## config.mk

```make
export PLATFORM = sky130hd
export DESIGN_NAME = cfgSeqTop
export DESIGN_NICKNAME = d
export VERILOG_FILES = /design/src/rtl/cfgSeqPkg.sv /design/src/rtl/cfgSerDp.sv /design/src/rtl/cfgSeqCtl.sv /design/src/rtl/cfgSeqTop.sv
export SDC_FILE = /design/constraint.sdc
export NUM_CORES = 1
export LEC_CHECK = 0
export BUFFER_PORTS_ARGS = -buffer_cell sky130_fd_sc_hd__buf_4
export CORE_MARGIN = 5
export CORE_UTILIZATION = 58
export CTS_BUF_LIST = sky130_fd_sc_hd__clkbuf_8 sky130_fd_sc_hd__clkbuf_16
export CTS_CLUSTER_DIAMETER = 80
export CTS_CLUSTER_SIZE = 8
export DETAILED_ROUTE_END_ITERATION = 7
export PLACE_DENSITY = 0.83
export SYNTH_ARGS = -nofsm -noshare
export SYNTH_HDL_FRONTEND = slang
export SYNTH_HIERARCHICAL = 1
export SYNTH_SLANG_ARGS = --single-unit
```

## constraint.sdc

```tcl
create_clock -name clk -period 5.13 [get_ports clk]
set_input_delay 1.026 -clock clk [delete_from_list [all_inputs] [get_ports clk]]
set_output_delay 1.026 -clock clk [all_outputs]
set_load 0.05 [all_outputs]
```

## src/rtl/cfgSeqPkg.sv

```systemverilog
package cfgSeqPkg;

  localparam int BYTE_W = 8;

  // strobes from sequencer to serial datapath
  typedef struct packed {
    logic avail;     // a byte may be consumed at the next slot
    logic zeroFill;  // consume a zero byte instead of the image byte
  } dpCmd_t;

  typedef enum logic [1:0] {
    ERR_NONE       = 2'd0,
    ERR_EARLY_DONE = 2'd1,
    ERR_NO_DONE    = 2'd2,
    ERR_UNDERRUN   = 2'd3
  } errKind_t;

  typedef enum logic [3:0] {
    S_IDLE, S_RST, S_CLEAR, S_CHK0, S_PRE, S_IMG, S_POST, S_CHK1, S_ACT
  } seqState_t;

endpackage

```

## src/rtl/cfgSerDp.sv

```systemverilog
module cfgSerDp
  import cfgSeqPkg::*;
#(
  parameter int HALF_DIV = 8
) (
  input  logic              clk,
  input  logic              rstN,
  input  dpCmd_t            cmd,
  input  logic [BYTE_W-1:0] nextByte,
  output logic              take,
  output logic              busy,
  output logic              sck,
  output logic              mosi
);

  localparam int CNT_W = (HALF_DIV > 1) ? $clog2(HALF_DIV) : 1;
  localparam logic [CNT_W-1:0] CNT_LAST = CNT_W'(HALF_DIV - 1);
  localparam int BIT_W = $clog2(BYTE_W);

  typedef enum logic [1:0] {PH_IDLE, PH_LOW, PH_HIGH} phase_t;

  phase_t            phase;
  logic [CNT_W-1:0]  cnt;
  logic [BIT_W-1:0]  bitIdx;
  logic [BYTE_W-1:0] shReg;
  logic              cntDone;
  logic              byteEnd;
  logic [BYTE_W-1:0] loadVal;

  assign cntDone = (cnt == CNT_LAST);
  assign byteEnd = (phase == PH_HIGH) && cntDone && (bitIdx == '0);
  assign take    = cmd.avail && ((phase == PH_IDLE) || byteEnd);
  assign busy    = (phase != PH_IDLE);
  assign loadVal = cmd.zeroFill ? '0 : nextByte;

  always_ff @(posedge clk or negedge rstN) begin
    if (!rstN) begin
      phase  <= PH_IDLE;
      cnt    <= '0;
      bitIdx <= '0;
      shReg  <= '0;
      sck    <= 1'b1;
      mosi   <= 1'b0;
    end else if (take) begin
      // falling edge that puts the first bit of a fresh byte on the line
      shReg  <= loadVal;
      mosi   <= loadVal[BYTE_W-1];
      sck    <= 1'b0;
      phase  <= PH_LOW;
      cnt    <= '0;
      bitIdx <= BIT_W'(BYTE_W - 1);
    end else begin
      unique case (phase)
        PH_LOW: begin
          if (cntDone) begin
            sck   <= 1'b1;
            phase <= PH_HIGH;
            cnt   <= '0;
          end else begin
            cnt <= cnt + 1'b1;
          end
        end
        PH_HIGH: begin
          if (cntDone) begin
            cnt <= '0;
            if (bitIdx != '0) begin
              bitIdx <= bitIdx - 1'b1;
              shReg  <= {shReg[BYTE_W-2:0], 1'b0};
              mosi   <= shReg[BYTE_W-2];
              sck    <= 1'b0;
              phase  <= PH_LOW;
            end else begin
              phase <= PH_IDLE;  // no byte ready: clock parks high
            end
          end else begin
            cnt <= cnt + 1'b1;
          end
        end
        default: cnt <= '0;
      endcase
    end
  end

endmodule

```

## src/rtl/cfgSeqCtl.sv

```systemverilog
module cfgSeqCtl
  import cfgSeqPkg::*;
#(
  parameter int RST_CYCLES   = 40,
  parameter int CLEAR_CYCLES = 240000,
  parameter int IMAGE_BYTES  = 135100,
  parameter int ADDR_W       = 18,
  parameter int PRE_BYTES    = 1,
  parameter int POST_BYTES   = 13,
  parameter int ACT_BYTES    = 13
) (
  input  logic              clk,
  input  logic              rstN,
  input  logic              start,
  input  logic              doneIn,
  input  logic              dpTake,
  input  logic              dpBusy,
  input  logic              rdValid,
  input  logic [BYTE_W-1:0] rdData,
  output dpCmd_t            dpCmd,
  output logic [BYTE_W-1:0] dpByte,
  output logic              rdReq,
  output logic [ADDR_W-1:0] rdAddr,
  output logic              busy,
  output logic              success,
  output logic              failure,
  output errKind_t          errKind,
  output logic              selN,
  output logic              rstPull
);

  localparam int TMR_MAX = (RST_CYCLES > CLEAR_CYCLES) ? RST_CYCLES : CLEAR_CYCLES;
  localparam int TMR_W   = $clog2(TMR_MAX + 1);
  localparam int CNT_W   = $clog2(IMAGE_BYTES + 1);
  localparam int DUM_MAX = (POST_BYTES > ACT_BYTES) ?
                           ((POST_BYTES > PRE_BYTES) ? POST_BYTES : PRE_BYTES) :
                           ((ACT_BYTES > PRE_BYTES) ? ACT_BYTES : PRE_BYTES);
  localparam int DUM_W   = $clog2(DUM_MAX + 1);
  localparam logic [CNT_W-1:0] IMG_N = CNT_W'(IMAGE_BYTES);

  seqState_t         state;
  logic [TMR_W-1:0]  tmr;
  logic [CNT_W-1:0]  fetchCnt;
  logic [CNT_W-1:0]  sentCnt;
  logic [DUM_W-1:0]  dumLeft;
  logic [BYTE_W-1:0] bufData;
  logic              bufFull;
  logic              doneMeta;
  logic              doneSync;
  logic              fetching;

  always_comb begin
    dpCmd.avail    = 1'b0;
    dpCmd.zeroFill = 1'b1;
    unique case (state)
      S_PRE, S_POST, S_ACT: dpCmd.avail = (dumLeft != '0);
      S_IMG: begin
        dpCmd.zeroFill = 1'b0;
        // after the first byte, only a running shifter may take more
        dpCmd.avail = bufFull && ((sentCnt == '0) || dpBusy);
      end
      default: dpCmd.avail = 1'b0;
    endcase
  end

  assign dpByte   = bufData;
  assign busy     = (state != S_IDLE);
  assign rstPull  = (state == S_RST);
  assign selN     = !(state inside {S_RST, S_CLEAR, S_CHK0, S_IMG});
  assign fetching = state inside {S_RST, S_CLEAR, S_CHK0, S_PRE, S_IMG};
  assign rdReq    = fetching && !bufFull && (fetchCnt != IMG_N);
  assign rdAddr   = ADDR_W'(fetchCnt);

  always_ff @(posedge clk or negedge rstN) begin
    if (!rstN) begin
      state    <= S_IDLE;
      tmr      <= '0;
      fetchCnt <= '0;
      sentCnt  <= '0;
      dumLeft  <= '0;
      bufData  <= '0;
      bufFull  <= 1'b0;
      doneMeta <= 1'b0;
      doneSync <= 1'b0;
      success  <= 1'b0;
      failure  <= 1'b0;
      errKind  <= ERR_NONE;
    end else begin
      doneMeta <= doneIn;
      doneSync <= doneMeta;

      if (rdReq && rdValid) begin
        bufData  <= rdData;
        bufFull  <= 1'b1;
        fetchCnt <= fetchCnt + 1'b1;
      end

      if (dpTake) begin
        if (state == S_IMG) begin
          bufFull <= 1'b0;
          sentCnt <= sentCnt + 1'b1;
        end else begin
          dumLeft <= dumLeft - 1'b1;
        end
      end

      unique case (state)
        S_IDLE: begin
          if (start) begin
            state    <= S_RST;
            tmr      <= TMR_W'(RST_CYCLES - 1);
            success  <= 1'b0;
            failure  <= 1'b0;
            errKind  <= ERR_NONE;
            fetchCnt <= '0;
            sentCnt  <= '0;
            bufFull  <= 1'b0;
          end
        end
        S_RST: begin
          if (tmr == '0) begin
            state <= S_CLEAR;
            tmr   <= TMR_W'(CLEAR_CYCLES - 1);
          end else begin
            tmr <= tmr - 1'b1;
          end
        end
        S_CLEAR: begin
          if (tmr == '0) state <= S_CHK0;
          else           tmr   <= tmr - 1'b1;
        end
        S_CHK0: begin
          if (doneSync) begin
            state   <= S_IDLE;
            failure <= 1'b1;
            errKind <= ERR_EARLY_DONE;
          end else begin
            state   <= S_PRE;
            dumLeft <= DUM_W'(PRE_BYTES);
          end
        end
        S_PRE: begin
          if (dumLeft == '0 && !dpBusy) state <= S_IMG;
        end
        S_IMG: begin
          if (!dpBusy && sentCnt != '0) begin
            if (sentCnt == IMG_N) begin
              state   <= S_POST;
              dumLeft <= DUM_W'(POST_BYTES);
            end else begin
              state   <= S_IDLE;
              failure <= 1'b1;
              errKind <= ERR_UNDERRUN;
            end
          end
        end
        S_POST: begin
          if (dumLeft == '0 && !dpBusy) state <= S_CHK1;
        end
        S_CHK1: begin
          if (doneSync) begin
            state   <= S_ACT;
            dumLeft <= DUM_W'(ACT_BYTES);
          end else begin
            state   <= S_IDLE;
            failure <= 1'b1;
            errKind <= ERR_NO_DONE;
          end
        end
        S_ACT: begin
          if (dumLeft == '0 && !dpBusy) begin
            state   <= S_IDLE;
            success <= 1'b1;
          end
        end
        default: state <= S_IDLE;
      endcase
    end
  end

endmodule

```

## src/rtl/cfgSeqTop.sv

```systemverilog
module cfgSeqTop
  import cfgSeqPkg::*;
#(
  parameter int HALF_DIV     = 8,
  parameter int RST_CYCLES   = 40,
  parameter int CLEAR_CYCLES = 240000,
  parameter int IMAGE_BYTES  = 135100,
  parameter int ADDR_W       = 18,
  parameter int POST_BYTES   = 13,
  parameter int ACT_BYTES    = 13
) (
  input  logic              clk,
  input  logic              rstN,
  input  logic              start,
  output logic              busy,
  output logic              success,
  output logic              failure,
  output logic [1:0]        errKind,
  output logic              cfgRstPull,
  output logic              cfgSelN,
  output logic              cfgSck,
  output logic              cfgMosi,
  input  logic              cfgDone,
  output logic              rdReq,
  output logic [ADDR_W-1:0] rdAddr,
  input  logic              rdValid,
  input  logic [7:0]        rdData
);

  dpCmd_t            dpCmd;
  logic [BYTE_W-1:0] dpByte;
  logic              dpTake;
  logic              dpBusy;
  errKind_t          errState;

  cfgSeqCtl #(
    .RST_CYCLES  (RST_CYCLES),
    .CLEAR_CYCLES(CLEAR_CYCLES),
    .IMAGE_BYTES (IMAGE_BYTES),
    .ADDR_W      (ADDR_W),
    .PRE_BYTES   (1),
    .POST_BYTES  (POST_BYTES),
    .ACT_BYTES   (ACT_BYTES)
  ) u_ctl (
    .clk    (clk),
    .rstN   (rstN),
    .start  (start),
    .doneIn (cfgDone),
    .dpTake (dpTake),
    .dpBusy (dpBusy),
    .rdValid(rdValid),
    .rdData (rdData),
    .dpCmd  (dpCmd),
    .dpByte (dpByte),
    .rdReq  (rdReq),
    .rdAddr (rdAddr),
    .busy   (busy),
    .success(success),
    .failure(failure),
    .errKind(errState),
    .selN   (cfgSelN),
    .rstPull(cfgRstPull)
  );

  cfgSerDp #(
    .HALF_DIV(HALF_DIV)
  ) u_dp (
    .clk     (clk),
    .rstN    (rstN),
    .cmd     (dpCmd),
    .nextByte(dpByte),
    .take    (dpTake),
    .busy    (dpBusy),
    .sck     (cfgSck),
    .mosi    (cfgMosi)
  );

  assign errKind = errState;

endmodule

```

Word level (Yosys, flattened, before mapping)
Cells that the tools add are included.

storage, ports and cells
  flip-flop bits (word level) = 94
  input bits = 13
  output and inout bits = 28
  word-level logic and storage cells = 169

operators by class
  add/sub/neg operators = 6
  equal/unequal tests = 27
  muxes and demuxes = 75
  reduce and logical (&&, ||, !) cells = 43

operators with widths
  cell                   count
  $mux 18                10
  $mux 4                 14
  $pmux 18 s3            1
  $add 18x1->18 const B  2
  $logic_not 18->1       2
  $pmux 4 s9             1
  $mux 7                 4
  $mux 3                 9
  $mux 1                 20
  $eq 18x18->1 const B   1
  $ne 18x18->1 const B   1
  $reduce_bool 18->1     1
  $sub 18x1->18 const B  1
  $eq 4x3->1 const B     4
  $mux 2                 8
  $reduce_bool 4->1      4
  $ne 2x2->1 const B     7
  $pmux 4 s3             1
  $reduce_and 3->1       4
  $reduce_bool 2->1      5
  $logic_and 1x1->1      9
  $reduce_bool 3->1      3
  $eq 4x2->1 const B     2
  $logic_not 4->1        2
  26 further kinds       35

Longest topological paths before layout
Gate-level depths: netlist of run 1.

  depth after elaboration = 10
  mapped depth = 14
  gate-level depth less buffers = 12

Hierarchy
Netlist of run 1, hierarchy kept.

modules (own cells, without submodules)
  module     instances  cells an instance  area each (µm²)  seq. area each (µm²)
  cfgSeqCtl  1          463                4265.3           1926.8
  cfgSerDp   1          78                 877.1            426.7

Worst setup path after synthesis of run 1
OpenSTA, ideal clock, no wires.

  path kind = register to register
  start point = register u_ctl.state[1]
  end point = register u_ctl.sentCnt[17]
  setup time = 0.132 ns
  arrival time = 2.660 ns
  required time = 4.998 ns
  slack = 2.339 ns
  cell stages (with the launch flop) = 15
  buffers on the path = 4
  clock period less this slack = 2.791 ns
  cells stage by stage = dfrtp_1 -> clkbuf_1 -> and4bb_1 -> buf_2 -> inv_2 -> o31ai_1 -> a22o_1 -> o21ai_2 -> inv_1 -> buf_2 -> nand4_1 -> clkbuf_1 -> nor4_1 -> xnor2_1 -> nor2_1

RTL lines
  element                 RTL line          source
  from (decl)             cfgSeqCtl.sv:41   seqState_t state;
  from (signal assigned)  cfgSeqCtl.sv:76   state <= S_IDLE;
  from (signal assigned)  cfgSeqCtl.sv:110  state <= S_RST;
  from (signal assigned)  cfgSeqCtl.sv:122  state <= S_CLEAR;
  to (signal assigned)    cfgSeqCtl.sv:101  sentCnt <= sentCnt + 1'b1;
  to (decl)               cfgSeqCtl.sv:44   logic [CNT_W-1:0] sentCnt;

==> impl_metrics.json, run 1 <==
{
  "status": "complete, no violations",
  "synthAdderAreaFrac": 0.0341,
  "io_pins": 41,
  "dp_hpwl_mm": 8.08,
  "synth_area_leaders": "dfrtp_1 (45%), ha_1 (3.4%), nor2_1 (3.4%)",
  "cp.arrival_ps": 3730,
  "synthSimpleGateAreaFrac": 0.242,
  "powerDensity_nw_per_um2": 476,
  "ant_nets": 0,
  "syn-cell-area_um2": 5140,
  "yosys_warnings": 6,
  "top_usage_layer": "met2",
  "drv_cap": 0,
  "num_vias": 4217,
  "dieWidth_um": 104,
  "cts_setup_buffers": 0,
  "use_met2": 0.337,
  "clk_pin_slew_ps": 80,
  "synth_cells": 541,
  "yosysTopAreaCell": "dfrtp_1",
  "viasPerCell": 6.15,
  "cts_made_buffers": 9,
  "rsz0062_at_grt": "no",
  "cts.path.max_buffers": 2,
  "yosys.cell_types.count": 69,
  "path_max_fanout": 18,
  "placed_cell_area_um2": 5490,
  "tightestPinTransition_ps": 1140,
  "place_congestion": 0.886,
  "ir_drop_mv": 0.460,
  "use_met1": 0.299,
  "leakagePower_nw": 2.57,
  "synth_flop_cell": "dfrtp_1",
  "root_buffer": "clkbuf_8",
  "grt_max_degree": 53,
  "synth_compound_area_frac": 0.155,
  "max_freq_ghz": 0.286,
  "fp-row-count": 34,
  "gr-usage-met3": 0.0292,
  "grt_pass1_vias": 4134,
  "slew_headroom": 0.236,
  "n_antenna_cell": 0,
  "synthMuxAreaShare": 0.0280,
  "die_height_um": 104,
  "wl_per_cell_um": 16.5,
  "ctsHoldBuffers": 0,
  "fillerInstances": 701,
  "drt-pass1-iter-count": 5,
  "clock_sinks": 94,
  "drive_gt1_frac": 0.156,
  "critPathKind": "register to register",
  "grt_pass1_wl_mm": 19.5,
  "initial_core_util": 0.593,
  "path_cells": "and4bb_1 -> inv_2 -> o31ai_1 -> a22o_1 -> o21ai_2 -> inv_1 -> nand4_1 -> nor4_1 -> xnor2_1 -> nor2_1",
  "period_share": 0.682,
  "die_area_um2": 10800,
  "seq_area_um2": 2350,
  "core_um2": 8680,
  "seq_area_frac_synth": 0.458,
  "hold_slack_ps": 371,
  "design_area_um2": 5710,
  "grt_usage": 0.212,
  "cts_tree": "done",
  "numPortBuffers": 40,
  "tns_ps": 0,
  "synth-xor-area-share": 0.0443,
  "synth_top_area_frac": 0.453,
  "finalCriticalPeriod_ps": 3500,
  "grt-ovfl-total": 0,
  "setup_viol": 0,
  "ys_ff_latch": 94,
  "synthTopCellsByCount": "dfrtp_1 (93), nor2_1 (46), nand2_1 (39)",
  "cts_resized": 0,
  "critPathMaxStageDelay_ps": 570,
  "cp-start-kind": "register",
  "hp-class": "register to register",
  "drc_errors": 0,
  "synth_top_family_by_area": "simple AND/OR/NAND/NOR gates",
  "nets": 600,
  "syn2layout_area_growth_pct": 11.0,
  "slew_violations": 0,
  "synth_async_sr_flop_share": 1.00,
  "cp_slowest_cell": "dfrtp_1",
  "finalHoldViolCount": 0,
  "synth_fp_nets": 568,
  "first_iter_violations": 269,
  "syn_avg_cell_area_um2": 9.51,
  "clock_latency_ps": 360,
  "cp_data_required_time_ps": 5360,
  "cts-htree-levels": 3,
  "multi_input_area_um2": 2590,
  "yosysMostFrequentCell": "dfrtp_1",
  "finalWirelength_mm": 11.3,
  "antenna_found_initial": 0,
  "clock_skew_ps": 11.9,
  "cp-end-kind": "register",
  "synth_edf_count": 0
}
==> worst max-delay path: cells and delay by family, from the launching register on <==
kind,cells,cell delay [ps]
AOI/OAI and AO/OA,3,920
xor gates and xnor gates,1,170
buffers and inverters,2,320
DFF,1,570
and+or+nand+nor,4,1390
==> flip-flops by register name, summed over array words and instances, names as in the netlist, 2 cells and up <==
register	count
u_dp/phase	2
u_ctl/dpByte	8
u_ctl/tmr	18
u_ctl/rdAddr	18
u_ctl/errKind	2
u_ctl/dumLeft	4
u_dp/bitIdx	3
u_dp/shReg	7
u_ctl/sentCnt	18
u_ctl/state	4
u_dp/cnt	3
==> final timing paths <==
path	from	cells past startpoint	endpoint	slack, ps
max	u_ctl/state[1]$_DFFE_PN0P_	10	u_ctl/sentCnt[15]$_DFF_PN0_	1630
min	u_ctl/doneMeta$_DFF_PN0_	0	u_ctl/doneSync$_DFF_PN0_	370
max reg2reg	u_ctl/state[1]$_DFFE_PN0P_	10	u_ctl/sentCnt[15]$_DFF_PN0_	1630
min reg2reg	u_ctl/doneMeta$_DFF_PN0_	0	u_ctl/doneSync$_DFF_PN0_	370
max in group asynchronous	rstN	2	u_ctl/errKind[1]$_DFFE_PN0P_	3450
min in group asynchronous	rstN	1	u_ctl/tmr[2]$_DFFE_PN0P_	650
==> kinds of logic after synthesis <==
group	count (synthesis)
adders and majority gates	14
muxes	13
buffers and inverters	48
AOI/OAI and AO/OA	119
xor gates and xnor gates	26
DFF	94
and+or+nand+nor	227
==> report_power, final <==
part           internal, mW  switching, mW  leakage (nW)
Sequential            0.894          0.161          1.24
Clock                 0.283          0.246         0.116
Combinational         0.405          0.731          1.22
Total                  1.58           1.14          2.57
==> area by class of cell <==
class,count,area share
inverters,27,0.0178
clock buffers,10,0.0241
clock inverters,6,0.0138
multi-input cells,399,0.453
well taps,108,0.0237
flip-flops and latches,94,0.412
repair buffers,42,0.0552
==> through the flow <==
stage	std cells	power [mW]	util	worst slack, ps
after detailed placement	670	2.20	0.633	1630
final	686	2.72	0.658	1630
after global routing	686	2.91	0.658	1230
after floorplan	541	1.89	-	2340
after global placement	670	2.15	0.633	1860
after CTS	686	2.73	0.658	1650
==> cell usage in the layout (no fill, tap or decap), drive strengths merged, types with 5 or more instances in the layout <==
cell / Yosys / final
nor2: 47 / 47
a221o: 7 / 7
nand2b: 5 / 5
nand3: 25 / 25
inv: 27 / 30
o211ai: 10 / 10
nor4: 13 / 13
ha: 14 / 14
clkbuf: 13 / 10
nor3: 20 / 20
and2: 13 / 13
xor2: 11 / 11
nand2: 39 / 39
a21oi: 31 / 31
dfrtp: 93 / 93
or3: 18 / 18
o21ai: 34 / 34
xnor2: 15 / 15
buf: 8 / 42
nand4: 11 / 11
o31ai: 5 / 5
mux2: 11 / 11
and3: 15 / 15
==> metal layers <==
| metal | up-vias | share of wire |
|---|---|---|
| met1 | 2062 | 0.46 |
| met2 | 117 | 0.48 |
| met5 | - | 0 |
| li1 | 2021 | - |
| met3 | 17 | 0.043 |
| met4 | 0 | 0.015 |
Note: power is estimated with default switching activity, not from simulation.
==> inputs of run 2 (changes only) <==
--- a/config.mk
+++ b/config.mk
@@ -7,12 +7,12 @@
 export LEC_CHECK = 0
 export BUFFER_PORTS_ARGS = -buffer_cell sky130_fd_sc_hd__buf_4
 export CORE_MARGIN = 5
-export CORE_UTILIZATION = 58
+export CORE_UTILIZATION = 54
 export CTS_BUF_LIST = sky130_fd_sc_hd__clkbuf_8 sky130_fd_sc_hd__clkbuf_16
 export CTS_CLUSTER_DIAMETER = 80
 export CTS_CLUSTER_SIZE = 8
 export DETAILED_ROUTE_END_ITERATION = 7
-export PLACE_DENSITY = 0.83
+export PLACE_DENSITY = 0.81
 export SYNTH_ARGS = -nofsm -noshare
 export SYNTH_HDL_FRONTEND = slang
 export SYNTH_HIERARCHICAL = 1
==> constraint.sdc (replaced) <==
create_clock -name clk -period 3.1 [get_ports clk]
set_input_delay 0.62 -clock clk [delete_from_list [all_inputs] [get_ports clk]]
set_output_delay 0.62 -clock clk [all_outputs]
set_load 0.05 [all_outputs]
==> impl_metrics.json, run 2 (synthesis gave the netlist of run 1 again) <==
{
  "cp-end-kind": "register",
  "rsz0062_at_grt": "no",
  "r2r_slack_ps": 290,
  "powerDensity_nw_per_um2": 793,
  "grt_usage": 0.213,
  "mostFrequentLayoutCell": "dfrtp_1",
  "path_cells": "nor4_1 -> nand3_1 -> o31ai_1 -> a22o_1 -> o21ai_2 -> inv_1 -> nand3_1 -> nor3_1 -> xnor2_1 -> nor2_1",
  "initial_core_util": 0.554,
  "tightestPinTransition_ps": 1020,
  "max_freq_ghz": 0.356,
  "cts_made_buffers": 9,
  "numPortBuffers": 40,
  "critPathMaxStageDelay_ps": 440,
  "drc_errors": 0,
  "first_iter_violations": 264,
  "r2r_cells": 10,
  "syn2layout_area_growth_pct": 13.3,
  "nets": 609,
  "cp_slowest_cell": "dfrtp_1",
  "crit_path_start": "u_ctl/sentCnt[13]$_DFF_PN0_",
  "finalCriticalPeriod_ps": 2810,
  "layout_common_cells": "dfrtp_1 (93), buf_4 (50), nor2_1 (46), nand2_1 (39), a21oi_1 (31)",
  "timing.final.ws_setup_ps": 290,
  "core_um2": 9280,
  "root_buffer": "clkbuf_8",
  "n_antenna_cell": 0,
  "period_share": 0.906,
  "fillerInstances": 762,
  "cts.path.max_buffers": 2,
  "slew_headroom": 0.320,
  "drt-pass1-iter-count": 5,
  "clock_latency_ps": 370,
  "pre_cts_slack_ps": 182,
  "timing.critical_path.mode_cell": "nand3_1",
  "ant_nets": 0,
  "clock_sinks": 94,
  "finalWirelength_mm": 11.7,
  "slew_violations": 0,
  "ctsHoldBuffers": 0,
  "setup_viol": 0,
  "cts-htree-levels": 3,
  "ir_drop_mv": 0.556,
  "leakagePower_nw": 2.62,
  "design_area_um2": 5830,
  "die_height_um": 108,
  "grt-ovfl-total": 0,
  "cts_tree": "done",
  "io_pins": 41,
  "tns_ps": 0,
  "status": "complete, no violations",
  "viasPerCell": 6.00,
  "finalHoldViolCount": 0,
  "antenna_found_initial": 0,
  "dieWidth_um": 108,
  "fp-row-count": 35,
  "dp_hpwl_mm": 8.28,
  "cp_data_required_time_ps": 3340,
  "hp-class": "primary input to asynchronous set/reset pin",
  "grt_pass1_vias": 4185,
  "drive_gt1_frac": 0.174,
  "wl_per_cell_um": 16.4,
  "placed_cell_area_um2": 5590,
  "cp-start-kind": "register",
  "die_area_um2": 11600,
  "drv_cap": 0,
  "r2r_start": "u_ctl/sentCnt[13]$_DFF_PN0_",
  "worstReg2RegEnd": "u_ctl/sentCnt[12]$_DFF_PN0_",
  "clock_skew_ps": 12.6,
  "num_vias": 4293,
  "grt_max_degree": 55,
  "clk_pin_slew_ps": 100,
  "place_congestion": 0.901,
  "critPathKind": "register to register",
  "path_max_fanout": 8,
  "hold_slack_ps": 220,
  "grt_pass1_wl_mm": 20.0,
  "cp.arrival_ps": 3050
}
-- run 2: cell count changes in the layout (fill, tap and decap cells not counted) --
cell,previous run,this run
inv_1,29,27
buf_12,0,1
nor4_1,11,10
nor4_2,0,1
buf_4,42,50
inv_6,0,3
clkbuf_8,10,9
-- run 2: critical path: cells and delay by family (launching register included) --
kind / cells / cell delay [ps]
AND/OR/NAND/NOR: 5 / 1150
AO/OA/AOI/OAI: 3 / 790
flip-flops: 1 / 440
XOR/XNOR: 1 / 160
buffers and inverters: 1 / 130
-- run 2: cell type report --
type	instances	area [um^2]	area share
clock inverters	7	97.6	0.0167
repair buffers	51	395	0.0679
flip-flops and latches	94	2350	0.404
clock buffers	9	124	0.0213
well taps	129	161	0.0277
multi-input cells	399	2590	0.445
inverters	27	101	0.0174
-- run 2: power breakdown --
part,switching (mW),total (mW),internal [mW]
sequential,0.215,1.70,1.48
combinational,1.29,2.02,0.722
clock,0.448,0.908,0.460
total,1.96,4.62,2.66
-- run 2: per-layer routing --
layer,part of all wire,routed length (um),GRT usage
met5,0,0,0
met1,0.44,5130,0.283
met2,0.50,5810,0.345
met4,0.010,123,0.0667
met3,0.056,659,0.0504
-- run 2: timing repair --
item	in CTS	in global routing
gates resized for setup	0	1
endpoints found under the setup margin	0	2
buffers inserted	0	1
endpoints found under the hold margin	0	0
-- run 2: how the worst max path moves through the flow --
| stage | to | cells after the start | slack, ps |
|---|---|---|---|
| after floorplan | u_ctl/sentCnt[17]$_DFF_PN0_ | 14 | 310 |
| after global placement | u_ctl/sentCnt[15]$_DFF_PN0_ | 10 | 320 |
| after detailed placement | u_ctl/sentCnt[15]$_DFF_PN0_ | 10 | 180 |
| after CTS | u_ctl/sentCnt[15]$_DFF_PN0_ | 10 | 170 |
| after global routing | u_ctl/sentCnt[16]$_DFF_PN0_ | 10 | 50 |
| final | u_ctl/sentCnt[12]$_DFF_PN0_ | 10 | 290 |
-- run 2: per-stage QoR --
stage / power [mW] / std cells / utilization
floorplan: 3.13 / 541 / -
global placement: 3.62 / 699 / 0.602
detailed placement: 3.71 / 699 / 0.602
CTS: 4.64 / 715 / 0.626
global route: 4.93 / 716 / 0.628
finish: 4.62 / 716 / 0.628
==> inputs of run 3 (changes only) <==
--- a/config.mk
+++ b/config.mk
@@ -12,6 +12,7 @@
 export CTS_CLUSTER_DIAMETER = 80
 export CTS_CLUSTER_SIZE = 8
 export DETAILED_ROUTE_END_ITERATION = 7
+export MAX_ROUTING_LAYER = met4
 export PLACE_DENSITY = 0.81
 export SYNTH_ARGS = -nofsm -noshare
 export SYNTH_HDL_FRONTEND = slang
==> impl_metrics.json, run 3 (synthesis gave the netlist of run 1 again) <==
{
  "clock_skew_ps": 10.3,
  "hold_slack_ps": 259,
  "finalWirelength_mm": 11.4,
  "r2r_start": "u_ctl/sentCnt[13]$_DFF_PN0_",
  "cp-end-kind": "register",
  "powerDensity_nw_per_um2": 761,
  "nets": 610,
  "tightestPinTransition_ps": 1040,
  "numPortBuffers": 40,
  "clock_latency_ps": 360,
  "die_area_um2": 11600,
  "worstReg2RegEnd": "u_ctl/sentCnt[8]$_DFF_PN0_",
  "num_vias": 4251,
  "tns_ps": 0,
  "clock_sinks": 94,
  "cp_data_required_time_ps": 3380,
  "fp-row-count": 35,
  "hp-class": "primary input to asynchronous set/reset pin",
  "dp_hpwl_mm": 8.13,
  "max_freq_ghz": 0.348,
  "initial_core_util": 0.554,
  "grt_max_degree": 49,
  "ir_drop_mv": 0.475,
  "grt_usage": 0.215,
  "finalHoldViolCount": 0,
  "r2r_slack_ps": 220,
  "clk_pin_slew_ps": 100,
  "grt_pass1_wl_mm": 19.8,
  "setup_viol": 0,
  "power_mw": 4.40,
  "drive_gt1_frac": 0.175,
  "die_height_um": 108,
  "placed_cells": 700,
  "drt-pass1-iter-count": 5,
  "first_iter_violations": 374,
  "cts_tree": "done",
  "period_share": 0.928,
  "cp.arrival_ps": 3160,
  "drv_cap": 0,
  "io_pins": 41,
  "critPathKind": "register to register",
  "layout_common_cells": "dfrtp_1 (93), buf_4 (51), nor2_1 (46), nand2_1 (39), a21oi_1 (31)",
  "dieWidth_um": 108,
  "status": "complete, no violations",
  "drc_errors": 0,
  "endpoint": "u_ctl/sentCnt[8]$_DFF_PN0_",
  "finalCriticalPeriod_ps": 2880,
  "syn2layout_area_growth_pct": 12.5,
  "core_um2": 9280,
  "root_buffer": "clkbuf_8",
  "grt_pass1_vias": 4155,
  "crit_path_start": "u_ctl/sentCnt[13]$_DFF_PN0_",
  "multi_input_area_um2": 2600,
  "cp-start-kind": "register",
  "cts_made_buffers": 9,
  "fillerInstances": 780,
  "viasPerCell": 5.93,
  "ctsHoldBuffers": 0,
  "path_max_fanout": 8,
  "cts-htree-levels": 3,
  "grt-ovfl-total": 0,
  "cts.path.max_buffers": 2,
  "seq_area_um2": 2350,
  "wl_per_cell_um": 15.9,
  "leakagePower_nw": 2.61,
  "rsz0062_at_grt": "no",
  "slew_headroom": 0.307,
  "mostFrequentLayoutCell": "dfrtp_1",
  "slew_violations": 0,
  "n_antenna_cell": 0,
  "place_congestion": 0.898,
  "instances_no_fill": 717,
  "antenna_found_initial": 0,
  "r2r_cells": 9,
  "ant_nets": 0
}
-- run 3: repair_timing --
item                                    4_1_cts  5_1_grt
buffers inserted                              0        1
endpoints found under the setup margin        0        7
resized for setup                             0        2
-- run 3: area by class of cell --
cell class | instances | area share
repair buffers | 52 | 0.0696
multi-input cells | 399 | 0.449
inverters | 27 | 0.0175
clock inverters | 7 | 0.00757
flip-flops and latches | 94 | 0.407
clock buffers | 9 | 0.0214
well taps | 129 | 0.0279
-- run 3: worst min-delay path by stage --
stage                                   from                        end  slack (ps)  cells past startpoint
global route                            rstN  u_ctl/tmr[16]$_DFFE_PN0P_         300                      1
detailed placement  u_ctl/doneMeta$_DFF_PN0_   u_ctl/doneSync$_DFF_PN0_         340                      0
CTS                                     rstN  u_ctl/tmr[10]$_DFFE_PN0P_         280                      1
global placement    u_ctl/doneMeta$_DFF_PN0_   u_ctl/doneSync$_DFF_PN0_         330                      0
floorplan                               rstN    u_ctl/bufFull$_DFF_PN0_         320                      0
finish                                  rstN  u_ctl/tmr[11]$_DFFE_PN0P_         260                      1
-- run 3: layer usage --
metal | track usage | vias up | routed length (um) | share of wire
li1 | - | 2040 | - | -
met1 | 0.286 | 2076 | 5180 | 0.45
met2 | 0.349 | 124 | 5620 | 0.49
met3 | 0.0426 | 11 | 491 | 0.043
met4 | 0.0406 | 0 | 104 | 0.0091
met5 | - | - | 0 | 0
-- run 3: worst max-delay path: stages, from the launching register on --
cell and delay [ps]:
dfrtp_1 450, nor4_1 340, nand3_1 190, o31ai_1 340, a22o_1 320, o21ai_2 160, inv_1 130, nand3_1 280
or3_1 450, a21oi_1 140
-- run 3: power by group --
group,switching [mW],total [mW],internal (mW)
registers,0.218,1.70,1.48
logic,1.27,1.99,0.718
clock network,0.429,0.716,0.288
-- run 3: per-stage QoR --
step / util / worst slack, ps / cell area [um^2]
5_1_grt: 0.623 / 49.9 / 5790
2_1_floorplan: - / 309 / 5140
6_report: 0.623 / 224 / 5790
3_3_place_gp: 0.603 / 323 / 5600
4_1_cts: 0.621 / 212 / 5770
3_5_place_dp: 0.603 / 224 / 5600
